[src/rtl/dma_elem_pkg.sv]
package dma_elem_pkg;

   // configuration word fields
   localparam int CFG_EN_BIT   = 0;
   localparam int CFG_SID_LSB  = 1;
   localparam int CFG_DID_LSB  = 6;
   localparam int CFG_FLOW_LSB = 11;
   localparam int CFG_HALT_BIT = 18;
   localparam int ID_W         = 5;
   localparam int FLOW_W       = 3;

   // control word fields
   localparam int CNT_W        = 12;
   localparam int CTL_SW_LSB   = 18;
   localparam int CTL_DW_LSB   = 21;
   localparam int CTL_SINC_BIT = 26;
   localparam int CTL_DINC_BIT = 27;
   localparam int WCODE_W      = 3;

   typedef enum logic [FLOW_W-1:0] {
      FLOW_MEM_MEM = 3'd0,
      FLOW_MEM_PER = 3'd1,
      FLOW_PER_MEM = 3'd2,
      FLOW_PER_PER = 3'd3
   } flow_e;

   typedef enum logic [1:0] {
      ST_IDLE  = 2'd0,
      ST_READ  = 2'd1,
      ST_WRITE = 2'd2,
      ST_WBACK = 2'd3
   } mover_st_e;

endpackage

[src/rtl/dma_chan_elig.sv]
module dma_chan_elig
   import dma_elem_pkg::*;
#(
   parameter int REQ_W = 16
) (
   input  logic             glob_en,
   input  logic [31:0]      cfg,
   input  logic [31:0]      ctrl,
   input  logic [REQ_W-1:0] req,
   output logic             elig,
   output logic             unsup
);

   logic [FLOW_W-1:0] flow;
   logic [ID_W-1:0]   sid;
   logic [ID_W-1:0]   did;
   logic [31:0]       req_ext;
   logic              sreq;
   logic              dreq;
   logic              flow_ok;
   logic              base_ok;

   assign flow = cfg[CFG_FLOW_LSB +: FLOW_W];
   assign sid  = cfg[CFG_SID_LSB +: ID_W];
   assign did  = cfg[CFG_DID_LSB +: ID_W];

   // IDs beyond the implemented request lines read as idle
   always_comb begin
      req_ext = '0;
      req_ext[REQ_W-1:0] = req;
   end

   assign sreq = req_ext[sid];
   assign dreq = req_ext[did];

   always_comb begin
      case (flow)
         FLOW_MEM_MEM: flow_ok = 1'b1;
         FLOW_MEM_PER: flow_ok = dreq;
         FLOW_PER_MEM: flow_ok = sreq;
         FLOW_PER_PER: flow_ok = sreq & dreq;
         default:      flow_ok = 1'b0;
      endcase
   end

   assign base_ok = glob_en & cfg[CFG_EN_BIT] & ~cfg[CFG_HALT_BIT]
                  & (ctrl[CNT_W-1:0] != '0);
   assign elig    = base_ok & flow_ok;
   assign unsup   = cfg[CFG_EN_BIT] & flow[FLOW_W-1];

endmodule

[src/rtl/dma_prio_pick.sv]
module dma_prio_pick #(
   parameter int N_CH = 4,
   localparam int CH_W = (N_CH > 1) ? $clog2(N_CH) : 1
) (
   input  logic [N_CH-1:0] elig,
   output logic [N_CH-1:0] grant,
   output logic [CH_W-1:0] idx,
   output logic            any
);

   logic [N_CH-1:0] below;

   for (genvar i = 0; i < N_CH; i++) begin : g_lane
      if (i == 0) begin : g_first
         assign below[i] = 1'b0;
      end else begin : g_rest
         assign below[i] = below[i-1] | elig[i-1];
      end
      assign grant[i] = elig[i] & ~below[i];
   end

   always_comb begin
      idx = '0;
      for (int i = 0; i < N_CH; i++) begin
         if (grant[i]) idx = CH_W'(i);
      end
   end

   assign any = |elig;

endmodule

[src/rtl/dma_elem_mover.sv]
module dma_elem_mover
   import dma_elem_pkg::*;
#(
   parameter int AW   = 32,
   parameter int DW   = 32,
   parameter int CH_W = 2
) (
   input  logic            clk,
   input  logic            rst_n,
   input  logic            start,
   input  logic [CH_W-1:0] start_ch,
   input  logic [AW-1:0]   src_in,
   input  logic [AW-1:0]   dst_in,
   input  logic [31:0]     ctrl_in,
   output logic            busy,
   output logic            mem_req,
   output logic            mem_we,
   output logic [AW-1:0]   mem_addr,
   output logic [2:0]      mem_size,
   output logic [DW-1:0]   mem_wdata,
   input  logic [DW-1:0]   mem_rdata,
   input  logic            mem_ready,
   output logic            wb_valid,
   output logic [CH_W-1:0] wb_ch,
   output logic [AW-1:0]   wb_src,
   output logic [AW-1:0]   wb_dst,
   output logic [31:0]     wb_ctrl,
   output logic            done_pulse,
   output logic [CH_W-1:0] done_ch
);

   mover_st_e          st_q;
   logic [CH_W-1:0]    ch_q;
   logic [AW-1:0]      src_q;
   logic [AW-1:0]      dst_q;
   logic [31:0]        ctrl_q;
   logic [DW-1:0]      data_q;
   logic [WCODE_W-1:0] scode;
   logic [WCODE_W-1:0] dcode;
   logic [AW-1:0]      sstep;
   logic [AW-1:0]      dstep;

   assign scode = ctrl_q[CTL_SW_LSB +: WCODE_W];
   assign dcode = ctrl_q[CTL_DW_LSB +: WCODE_W];
   assign sstep = ctrl_q[CTL_SINC_BIT] ? (AW'(1) << scode) : '0;
   assign dstep = ctrl_q[CTL_DINC_BIT] ? (AW'(1) << dcode) : '0;

   always_ff @(posedge clk or negedge rst_n) begin
      if (!rst_n) begin
         st_q   <= ST_IDLE;
         ch_q   <= '0;
         src_q  <= '0;
         dst_q  <= '0;
         ctrl_q <= '0;
         data_q <= '0;
      end else begin
         case (st_q)
            ST_IDLE: if (start) begin
               ch_q   <= start_ch;
               src_q  <= src_in;
               dst_q  <= dst_in;
               ctrl_q <= ctrl_in;
               st_q   <= ST_READ;
            end
            ST_READ: if (mem_ready) begin
               data_q <= mem_rdata;
               st_q   <= ST_WRITE;
            end
            ST_WRITE: if (mem_ready) begin
               src_q  <= src_q + sstep;
               dst_q  <= dst_q + dstep;
               ctrl_q[CNT_W-1:0] <= ctrl_q[CNT_W-1:0] - 1'b1;
               st_q   <= ST_WBACK;
            end
            default: st_q <= ST_IDLE;
         endcase
      end
   end

   assign busy       = (st_q != ST_IDLE);
   assign mem_req    = (st_q == ST_READ) || (st_q == ST_WRITE);
   assign mem_we     = (st_q == ST_WRITE);
   assign mem_addr   = mem_we ? dst_q : src_q;
   assign mem_size   = mem_we ? dcode : scode;
   assign mem_wdata  = data_q;
   assign wb_valid   = (st_q == ST_WBACK);
   assign wb_ch      = ch_q;
   assign wb_src     = src_q;
   assign wb_dst     = dst_q;
   assign wb_ctrl    = ctrl_q;
   assign done_pulse = wb_valid && (ctrl_q[CNT_W-1:0] == '0);
   assign done_ch    = ch_q;

   AST_REQ_HOLD: assert property (@(posedge clk) disable iff (!rst_n)
      mem_req && !mem_ready |=> mem_req && $stable(mem_addr) && $stable(mem_we))
      else $error("request dropped or changed before ready");

   AST_WB_SINGLE: assert property (@(posedge clk) disable iff (!rst_n)
      wb_valid |=> !wb_valid)
      else $error("write-back strobe longer than one cycle");

   AST_WB_AFTER_WRITE: assert property (@(posedge clk) disable iff (!rst_n)
      $rose(wb_valid) |-> $past(mem_req && mem_we && mem_ready))
      else $error("write-back without accepted write");

   AST_IDLE_QUIET: assert property (@(posedge clk) disable iff (!rst_n)
      !busy |-> !mem_req)
      else $error("memory request while idle");

endmodule

[src/rtl/dma_elem_engine.sv]
module dma_elem_engine
   import dma_elem_pkg::*;
#(
   parameter int N_CH  = 4,
   parameter int AW    = 32,
   parameter int DW    = 32,
   parameter int REQ_W = 16,
   localparam int CH_W = (N_CH > 1) ? $clog2(N_CH) : 1
) (
   input  logic              clk,
   input  logic              rst_n,
   input  logic              glob_en,
   input  logic [N_CH*32-1:0] ch_cfg,
   input  logic [N_CH*32-1:0] ch_ctrl,
   input  logic [N_CH*AW-1:0] ch_src,
   input  logic [N_CH*AW-1:0] ch_dst,
   input  logic [REQ_W-1:0]  req_single,
   input  logic [REQ_W-1:0]  req_burst,
   output logic              mem_req,
   output logic              mem_we,
   output logic [AW-1:0]     mem_addr,
   output logic [2:0]        mem_size,
   output logic [DW-1:0]     mem_wdata,
   input  logic [DW-1:0]     mem_rdata,
   input  logic              mem_ready,
   output logic              wb_valid,
   output logic [CH_W-1:0]   wb_ch,
   output logic [AW-1:0]     wb_src,
   output logic [AW-1:0]     wb_dst,
   output logic [31:0]       wb_ctrl,
   output logic              done_pulse,
   output logic [CH_W-1:0]   done_ch,
   output logic [N_CH-1:0]   unsup_flag
);

   initial begin
      assert (N_CH >= 1 && N_CH <= 32) else $error("N_CH out of range");
      assert (REQ_W >= 1 && REQ_W <= 32) else $error("REQ_W out of range");
      assert (DW >= 8) else $error("DW too narrow");
      assert (AW >= 8) else $error("AW too narrow");
   end

   logic [REQ_W-1:0] req_any;
   logic [N_CH-1:0]  elig;
   logic [N_CH-1:0]  grant;
   logic [CH_W-1:0]  pick_idx;
   logic             pick_any;
   logic             busy;
   logic             start;

   assign req_any = req_single | req_burst;

   for (genvar c = 0; c < N_CH; c++) begin : g_ch
      dma_chan_elig #(.REQ_W(REQ_W)) elig_i (
         .glob_en (glob_en),
         .cfg     (ch_cfg[c*32 +: 32]),
         .ctrl    (ch_ctrl[c*32 +: 32]),
         .req     (req_any),
         .elig    (elig[c]),
         .unsup   (unsup_flag[c])
      );
   end

   dma_prio_pick #(.N_CH(N_CH)) pick_i (
      .elig  (elig),
      .grant (grant),
      .idx   (pick_idx),
      .any   (pick_any)
   );

   assign start = pick_any & ~busy;

   dma_elem_mover #(.AW(AW), .DW(DW), .CH_W(CH_W)) mover_i (
      .clk        (clk),
      .rst_n      (rst_n),
      .start      (start),
      .start_ch   (pick_idx),
      .src_in     (ch_src[pick_idx*AW +: AW]),
      .dst_in     (ch_dst[pick_idx*AW +: AW]),
      .ctrl_in    (ch_ctrl[pick_idx*32 +: 32]),
      .busy       (busy),
      .mem_req    (mem_req),
      .mem_we     (mem_we),
      .mem_addr   (mem_addr),
      .mem_size   (mem_size),
      .mem_wdata  (mem_wdata),
      .mem_rdata  (mem_rdata),
      .mem_ready  (mem_ready),
      .wb_valid   (wb_valid),
      .wb_ch      (wb_ch),
      .wb_src     (wb_src),
      .wb_dst     (wb_dst),
      .wb_ctrl    (wb_ctrl),
      .done_pulse (done_pulse),
      .done_ch    (done_ch)
   );

   AST_ONE_GRANT: assert property (@(posedge clk) disable iff (!rst_n)
      $onehot0(grant))
      else $error("more than one channel granted");

   AST_NO_UNSUP_SERVE: assert property (@(posedge clk) disable iff (!rst_n)
      start |-> !unsup_flag[pick_idx])
      else $error("unsupported flow channel started");

   AST_DONE_MATCH: assert property (@(posedge clk) disable iff (!rst_n)
      done_pulse |-> wb_valid && (done_ch == wb_ch))
      else $error("done pulse not aligned with write-back");

endmodule

[config.mk]
export PLATFORM = sky130hd
export DESIGN_NAME = dma_elem_engine
export DESIGN_NICKNAME = d
export VERILOG_FILES = /design/src/rtl/dma_elem_pkg.sv /design/src/rtl/dma_chan_elig.sv /design/src/rtl/dma_prio_pick.sv /design/src/rtl/dma_elem_mover.sv /design/src/rtl/dma_elem_engine.sv
export SDC_FILE = /design/constraint.sdc
export NUM_CORES = 1
export LEC_CHECK = 0
export BUFFER_PORTS_ARGS = -buffer_cell sky130_fd_sc_hd__buf_2
export CORE_AREA = 2 2 297 299
export DETAILED_ROUTE_END_ITERATION = 16
export DIE_AREA = 0 0 299 301
export GPL_TIMING_DRIVEN = 0
export PLACE_DENSITY = 0.37
export SLEW_MARGIN = 25
export SYNTH_ARGS = -nofsm -noshare
export SYNTH_HDL_FRONTEND = slang
export SYNTH_SLANG_ARGS = --single-unit
[constraint.sdc]
create_clock -name clk -period 5.7 [get_ports clk]
set_clock_uncertainty 0.15 [all_clocks]
set_input_delay 0.285 -clock clk [delete_from_list [all_inputs] [get_ports clk]]
set_output_delay 0.285 -clock clk [all_outputs]
set_load 0.05 [all_outputs]
[After elaboration in Yosys (flattened, before gate mapping)]
Index checks and enable logic that the tools add are counted.
Word-level totals
  word-level logic and storage cells: 139
  output and inout bits: 175
  input port bits: 580
  register bits after elaboration: 132
Operators by class
  reductions and logical operators: 19
  eq/ne operators: 18
  bitwise gates (word level): 39
  shift operators: 5
  add/subtract/negate cells: 3
  mux-type cells: 40
  magnitude comparators: 8
Operators with widths (number)
  indexed part select 128 x 8 -> 32 bit: 3
  2-to-1 mux 32 bit: 7
  one-hot mux 32 bit (2 select lines): 2
  adder 32 bit: 2
  left shift 1 x 3 -> 32 bit (first input constant): 2
  less-than comparator 5 x 6 -> 1 bit (second input constant): 8
  nonzero test 12 bit: 4
  binary-select mux 1 bit (select 5 bit): 8
  bitwise AND 1 bit: 28
  equality test 3 x 2 -> 1 bit (second input constant): 8
  2-to-1 mux 12 bit: 2
  one-hot mux 12 bit (2 select lines): 1
  OR 16 bit: 1
  one-hot mux 1 bit (4 select lines): 4
  equality test 3 x 1 -> 1 bit (second input constant): 4
  zero test 12 bit: 1
  zero test 3 bit: 4
  subtractor 12 x 1 -> 12 bit (second input constant): 1
  2-to-1 mux 2 bit: 5
  2-to-1 mux 1 bit: 9
  inverter 1 bit: 8
  one-hot mux 2 bit (3 select lines): 1
  AND reduction 3 bit: 2
  equality test 2 bit (second input constant): 2
  11 further kinds: 15

[Logic depth before layout (Yosys ltp)]
  depth after elaboration: 14
  mapped depth: 16
  gate-level depth less buffers: 15

[By module]
Synthesis repeated with hierarchy kept, for this count alone.
Unflattened totals
  cell total of the unflattened synthesis: 1102
  area total of the unflattened synthesis: 11847.6 um^2
By module, submodules not included
  dma_elem_mover: area each 7976.4 um^2, instances 1, cells an instance 816, sequential area each 3303.2 um^2
  dma_elem_engine: area each 2418.6 um^2, instances 1, cells an instance 135, sequential area each 0.0 um^2
  dma_chan_elig: area each 347.8 um^2, instances 4, cells an instance 35, sequential area each 0.0 um^2
  dma_prio_pick: area each 61.3 um^2, instances 1, cells an instance 11, sequential area each 0.0 um^2

[Worst setup path after synthesis]
OpenSTA, ideal clock, no wires.
  kind: flip-flop to output port
  from: register mover_i.ctrl_q[1], in the netlist mover_i.wb_ctrl[1]
  to: output done_pulse
  required time: 5265 ps
  arrival: 3426 ps
  stages on the path, launching flop included: 9
  path buffers: 0
  path slack: 1839 ps
  cells stage by stage: dfrtp_1 > inv_1 > ha_1 > nand2_1 > or2_2 > nor2_1 > nand2_1 > or3_1 > nor4b_1
On the way
  cells in the longest elaborated chain, start to end: 2
Ends and longest elaborated chain
  start: declaration: RTL line dma_elem_mover.sv:36  | logic [31:0] ctrl_q;
  start signal: assignment: RTL line dma_elem_mover.sv:62  | ctrl_q <= ctrl_in;
  start signal: indexed assignment: RTL line dma_elem_mover.sv:72  | ctrl_q[CNT_W-1:0] <= ctrl_q[CNT_W-1:0] - 1'b1;
  zero test 12 bit: RTL line dma_elem_mover.sv:91  | assign done_pulse = wb_valid && (ctrl_q[CNT_W-1:0] == '0);
  logical AND 1 bit: RTL line dma_elem_mover.sv:91
  end: declaration: RTL line dma_elem_engine.sv:31  | output logic done_pulse,
Every way passes these cells.

[Worst setup path in the final report]
  from: input req_burst[7]
  to: register mover_i.src_q[12], in the netlist mover_i.wb_src[12]
On the way
  cells in the longest elaborated chain, start to end: 14
  elaborated cells between the ends (all ways): 47
  those cells by class: 1 x eq/ne; 1 x shift; 25 x mux; 18 x bitwise; 2 x reduce/logical
Ends and longest elaborated chain
  start: declaration: RTL line dma_elem_engine.sv:18  | input logic [REQ_W-1:0] req_burst,
  OR 16 bit (*): RTL line dma_elem_engine.sv:51  | assign req_any = req_single | req_burst;
  binary-select mux 1 bit (select 5 bit), on equally long branches: RTL line dma_chan_elig.sv:33, dma_chan_elig.sv:34
  2-to-1 mux 1 bit, on equally long branches: RTL line dma_chan_elig.sv:33, dma_chan_elig.sv:34
  bitwise AND 1 bit: RTL line dma_chan_elig.sv:41  | FLOW_PER_PER: flow_ok = sreq & dreq;
  one-hot mux 1 bit (4 select lines): RTL line dma_chan_elig.sv:37  | case (flow)
  bitwise AND 1 bit: RTL line dma_chan_elig.sv:48  | assign elig = base_ok & flow_ok;
  inverter 1 bit / OR 1 bit (equally long branches): RTL line dma_prio_pick.sv:19, dma_prio_pick.sv:17
  bitwise AND 1 bit, or another cell as far along: RTL line dma_prio_pick.sv:19  | assign grant[i] = elig[i] & ~below[i];
  2-to-1 mux 1 bit, or another cell as far along: RTL line dma_prio_pick.sv:25  | if (grant[i]) idx = CH_W'(i);
  2-to-1 mux 2 bit / bitwise AND 1 bit (equally long branches): RTL line dma_prio_pick.sv:25, dma_prio_pick.sv:19
  2-to-1 mux 2 bit: RTL line dma_prio_pick.sv:25
  indexed part select 128 x 8 -> 32 bit: RTL line dma_elem_engine.sv:78  | .src_in (ch_src[pick_idx*AW +: AW]),
  2-to-1 mux 32 bit: RTL line dma_elem_mover.sv:58  | ST_IDLE: if (start) begin
  one-hot mux 32 bit (2 select lines): RTL line dma_elem_mover.sv:57  | case (st_q)
  end signal: assignment: RTL line dma_elem_mover.sv:60  | src_q <= src_in;
  end signal: assignment: RTL line dma_elem_mover.sv:70  | src_q <= src_q + sstep;
  end: declaration: RTL line dma_elem_mover.sv:34  | logic [AW-1:0] src_q;
Every way passes the cells marked *; elsewhere a longest branch is shown, timed or not. The select of a mux whose other input is x is not followed.
A chain may end at the register's enable or synchronous reset.

==> impl_metrics.csv <==
group,metric,value,unit
final_layout,layout.cells.most_common_list,"sky130_fd_sc_hd__buf_2 (703), sky130_fd_sc_hd__nand2_1 (158), sky130_fd_sc_hd__dfrtp_1 (132), sky130_fd_sc_hd__mux2_2 (102), sky130_fd_sc_hd__a21oi_1 (95)",
floorplanning,floorplan_die_height,301,um
logic_synthesis,ys_seq_elements,132,
worst_setup_path,max_fanout_on_critical_path,10,
grt,met2_track_demand_over_resource,33.52,%
floorplanning,die_x,299,um
floorplanning,placement_rows,108,
detailed_routing,wire_per_inst,27.80,um
clock_network,cts_buffers,17,
clock_network,post_cts_buffers,0,
run_status,status,"finished, final reports clean",
grt,grt.met3_usage,4.935,%
detailed_routing,route.vias.total,14810,
place,setup_slack_placement,0.08413,ns
timing,setup_violations,0,
worst_setup_path,critical_path_class,"in -> reg",
place,hpwl,75.39,mm
detailed_routing,first_pass_iters,5,
worst_setup_path,crit_path_start_kind,"input pin",
detailed_routing,post_drt_via_cell_ratio,4.501,
grt,global_route.usage.total,19.70,%
logic_synthesis,cell_accounting_for_the_most_synthesized_area,"sky130_fd_sc_hd__dfrtp_1",
worst_setup_path,cp-end-kind,"flip-flop",
floorplanning,io_pins,755,
logic_synthesis,postSynthNetCount,1965,
timing,layout_setup_ws,0.5243,ns
grt,grt_first_pass_wirelength,123.3,mm
logic_synthesis,ys.warnings.count,0,
detailed_routing,starting_drc_count_in_detailed_routing,966,
final_layout,post_layout_inst_area,0.01794,mm2
logic_synthesis,synth_area,0.01187,mm2
timing,slew-limit-headroom,27.41,%
clock_network,clk_root_buffer_cell,"sky130_fd_sc_hd__clkbuf_16",
timing,tightestPinTransition,1.089,ns
logic_synthesis,netlist_instances,1362,
logic_synthesis,synth_async_sr_flop_share,100.0,%
timing,final_period_minus_worst_setup_slack,5.176,ns
floorplanning,core_region_area,0.08648,mm2
grt,met1_usage,25.23,%
pwr,power_density,528.7,mW/mm2
clock_network,clk_latency,0.48,ns
timing,fmaxAchievable,193.2,MHz
floorplanning,floorplan.die_area,0.09000,mm2
detailed_routing,detailed_route_drc_error_count,0,
timing,grt_setup_unrepaired,"false",
worst_hold_path,hold_crit_class,"in -> reg",
job,cap_viol_max_count,0,
worst_setup_path,worst-r2r-cell-count,13,
clock_network,htreeDepth,4,
worst_setup_path,cp.required,5.97,ns
clock_network,tritoncts,"yes",
logic_synthesis,synth.avg_cell_area,8.718,um2
logic_synthesis,synthTopCellsByArea,"sky130_fd_sc_hd__dfrtp_1 (28%), sky130_fd_sc_hd__mux2_2 (9.7%), sky130_fd_sc_hd__mux4_2 (7.2%)",
pwr,power.static_leakage,0.008187,uW
clock_network,cts.sinks,132,
pwr,vdd_drop_max,257.5,uV
grt,first_global_vias,15430,
logic_synthesis,synth_top_flop_cell,"sky130_fd_sc_hd__dfrtp_1",
place,dpl_cell_area,0.01683,mm2
logic_synthesis,yosysTopAreaCellShare,27.82,%
grt,overflow_left_after_global_routing,0,
clock_network,clkSlewWorstSetupHoldPaths,0.07,ns
grt,grt_antenna_before_repair,35,
timing,finalCritPeriodShare,90.80,%
detailed_routing,antenna_left,0,
final_layout,final_nets,2716,
timing,timing_max_transition_violations_final,0,
clock_network,clock_tree.buffer_depth,2,
final_layout,areaGrowthSynthToFinish,51.11,%
final_layout,final_core_utilization,20.75,%
final_layout,layout-drive-gt1-share,43.93,%
timing,timing.hold.ws,0.04555,ns
worst_hold_path,hold_depth,3,
logic_synthesis,synth.yosys.seq_area_share,27.82,%
final_layout,most_common_library_cell_in_the_layout_ignoring_fill_and_taps,"sky130_fd_sc_hd__buf_2",
logic_synthesis,synth_edf_count,0,
logic_synthesis,number_of_unique_standard_cell_types_used_by_synthesis,75,
detailed_routing,wl,91.45,mm
grt,grt_max_degree,71,
grt,top_usage_layer,"met2",
place,port_buffers,682,
worst_setup_path,arrival,5.44,ns
floorplanning,floorplan.initialDensity,13.73,%
place,gp_congestion,0.9062,
timing,hold_violations,0,
-- per-layer routing --
metal,routed length [um],up-vias
met3,5970,87
met2,44200,643
met5,192,-
li1,-,6736
met1,39960,7312
met4,1133,30
-- sequential cells by signal, indices dropped and copies added (netlist names) --
register	flops
mover_i.done_ch	2
mover_i.mem_wdata	32
mover_i.st_q	2
mover_i.wb_ctrl	32
mover_i.wb_dst	32
mover_i.wb_src	32
-- cell type report --
| type | count | area (um2) |
|---|---|---|
| inverter | 35 | 131.4 |
| multi-input combinational | 1102 | 8016 |
| buffer | 93 | 467.9 |
| sequential | 132 | 3303 |
| clock buffer | 17 | 425.4 |
| tap | 1155 | 1445 |
| antenna | 9 | 22.52 |
| fill | 9828 | 68540 |
| clock inverter | 15 | 196.4 |
| timing repair buffer | 732 | 3934 |
-- cell usage after synthesis, drive strengths merged (29+ instances only) --
cell    instances
mux4           38
a211oi         29
nor3           63
nor2b          29
a21oi          98
o21ai          63
nand2         158
mux2          106
nor2           87
mux2i          64
inv            34
clkbuf         47
dfrtp         132
buf            46
-- report_power, final --
group          switching (uW)  internal, uW  total [uW]
logic                    4640          1690        6330
clock network             557           701        1260
registers                 545          1360        1900
total                    5740          3740        9490
-- per-stage QoR --
| stage | setup TNS (ns) | total power, uW | std cells |
|---|---|---|---|
| 2_1_floorplan | 0 | 5832 | 1362 |
| 3_3_place_gp | -9.632 | 8212 | 3199 |
| 3_5_place_dp | 0 | 8281 | 3202 |
| 4_1_cts | 0 | 9632 | 3281 |
| 5_1_grt | 0 | 10000 | 3287 |
| 6_report | 0 | 9486 | 3290 |
-- kinds of logic after synthesis --
group | share of synthesized area, %
XOR/XNOR | 0.7376
buffers and inverters | 4.974
AND/OR/NAND/NOR | 19.04
AO/OA/AOI/OAI | 22.13
adder cells (fa/ha/maj) | 2.550
multiplexers | 22.75
flip-flops | 27.82
-- final timing paths --
| check | start | slack, ns | to |
|---|---|---|---|
| worst max-delay path | req_burst[7] | 0.52 | mover_i.wb_src[12] |
| worst min-delay path | ch_ctrl[35] | 0.05 | mover_i.wb_ctrl[3] |
| worst max register to register | mover_i.wb_ctrl[19] | 1.17 | mover_i.wb_src[30] |
| worst min register to register | mover_i.mem_wdata[12] | 0.35 | mover_i.mem_wdata[12] |
| max in group asynchronous | rst_n | 4.40 | mover_i.wb_ctrl[4] |
| min in group asynchronous | rst_n | 0.17 | mover_i.mem_wdata[23] |
-- critical path, stage by stage --
cell,delay [ns]
sky130_fd_sc_hd__buf_2,0.09
sky130_fd_sc_hd__nor2_1,0.65
sky130_fd_sc_hd__a21oi_1,0.15
sky130_fd_sc_hd__mux4_2,0.50
sky130_fd_sc_hd__nand3_1,0.12
sky130_fd_sc_hd__a32o_1,0.20
sky130_fd_sc_hd__buf_2,0.28
sky130_fd_sc_hd__nand2_1,0.15
sky130_fd_sc_hd__clkbuf_1,0.33
sky130_fd_sc_hd__o21ai_1,0.69
sky130_fd_sc_hd__clkbuf_1,0.70
sky130_fd_sc_hd__nor2_2,0.35
sky130_fd_sc_hd__a221oi_1,0.32
sky130_fd_sc_hd__dlygate4sd3_1,0.58
-- what timing repair did --
item / CTS / global route
hold buffers: 47 / 0
hold endpoints to repair: 103 / 0
gates resized for setup: 0 / 0
(Power assumes the default switching activity.)
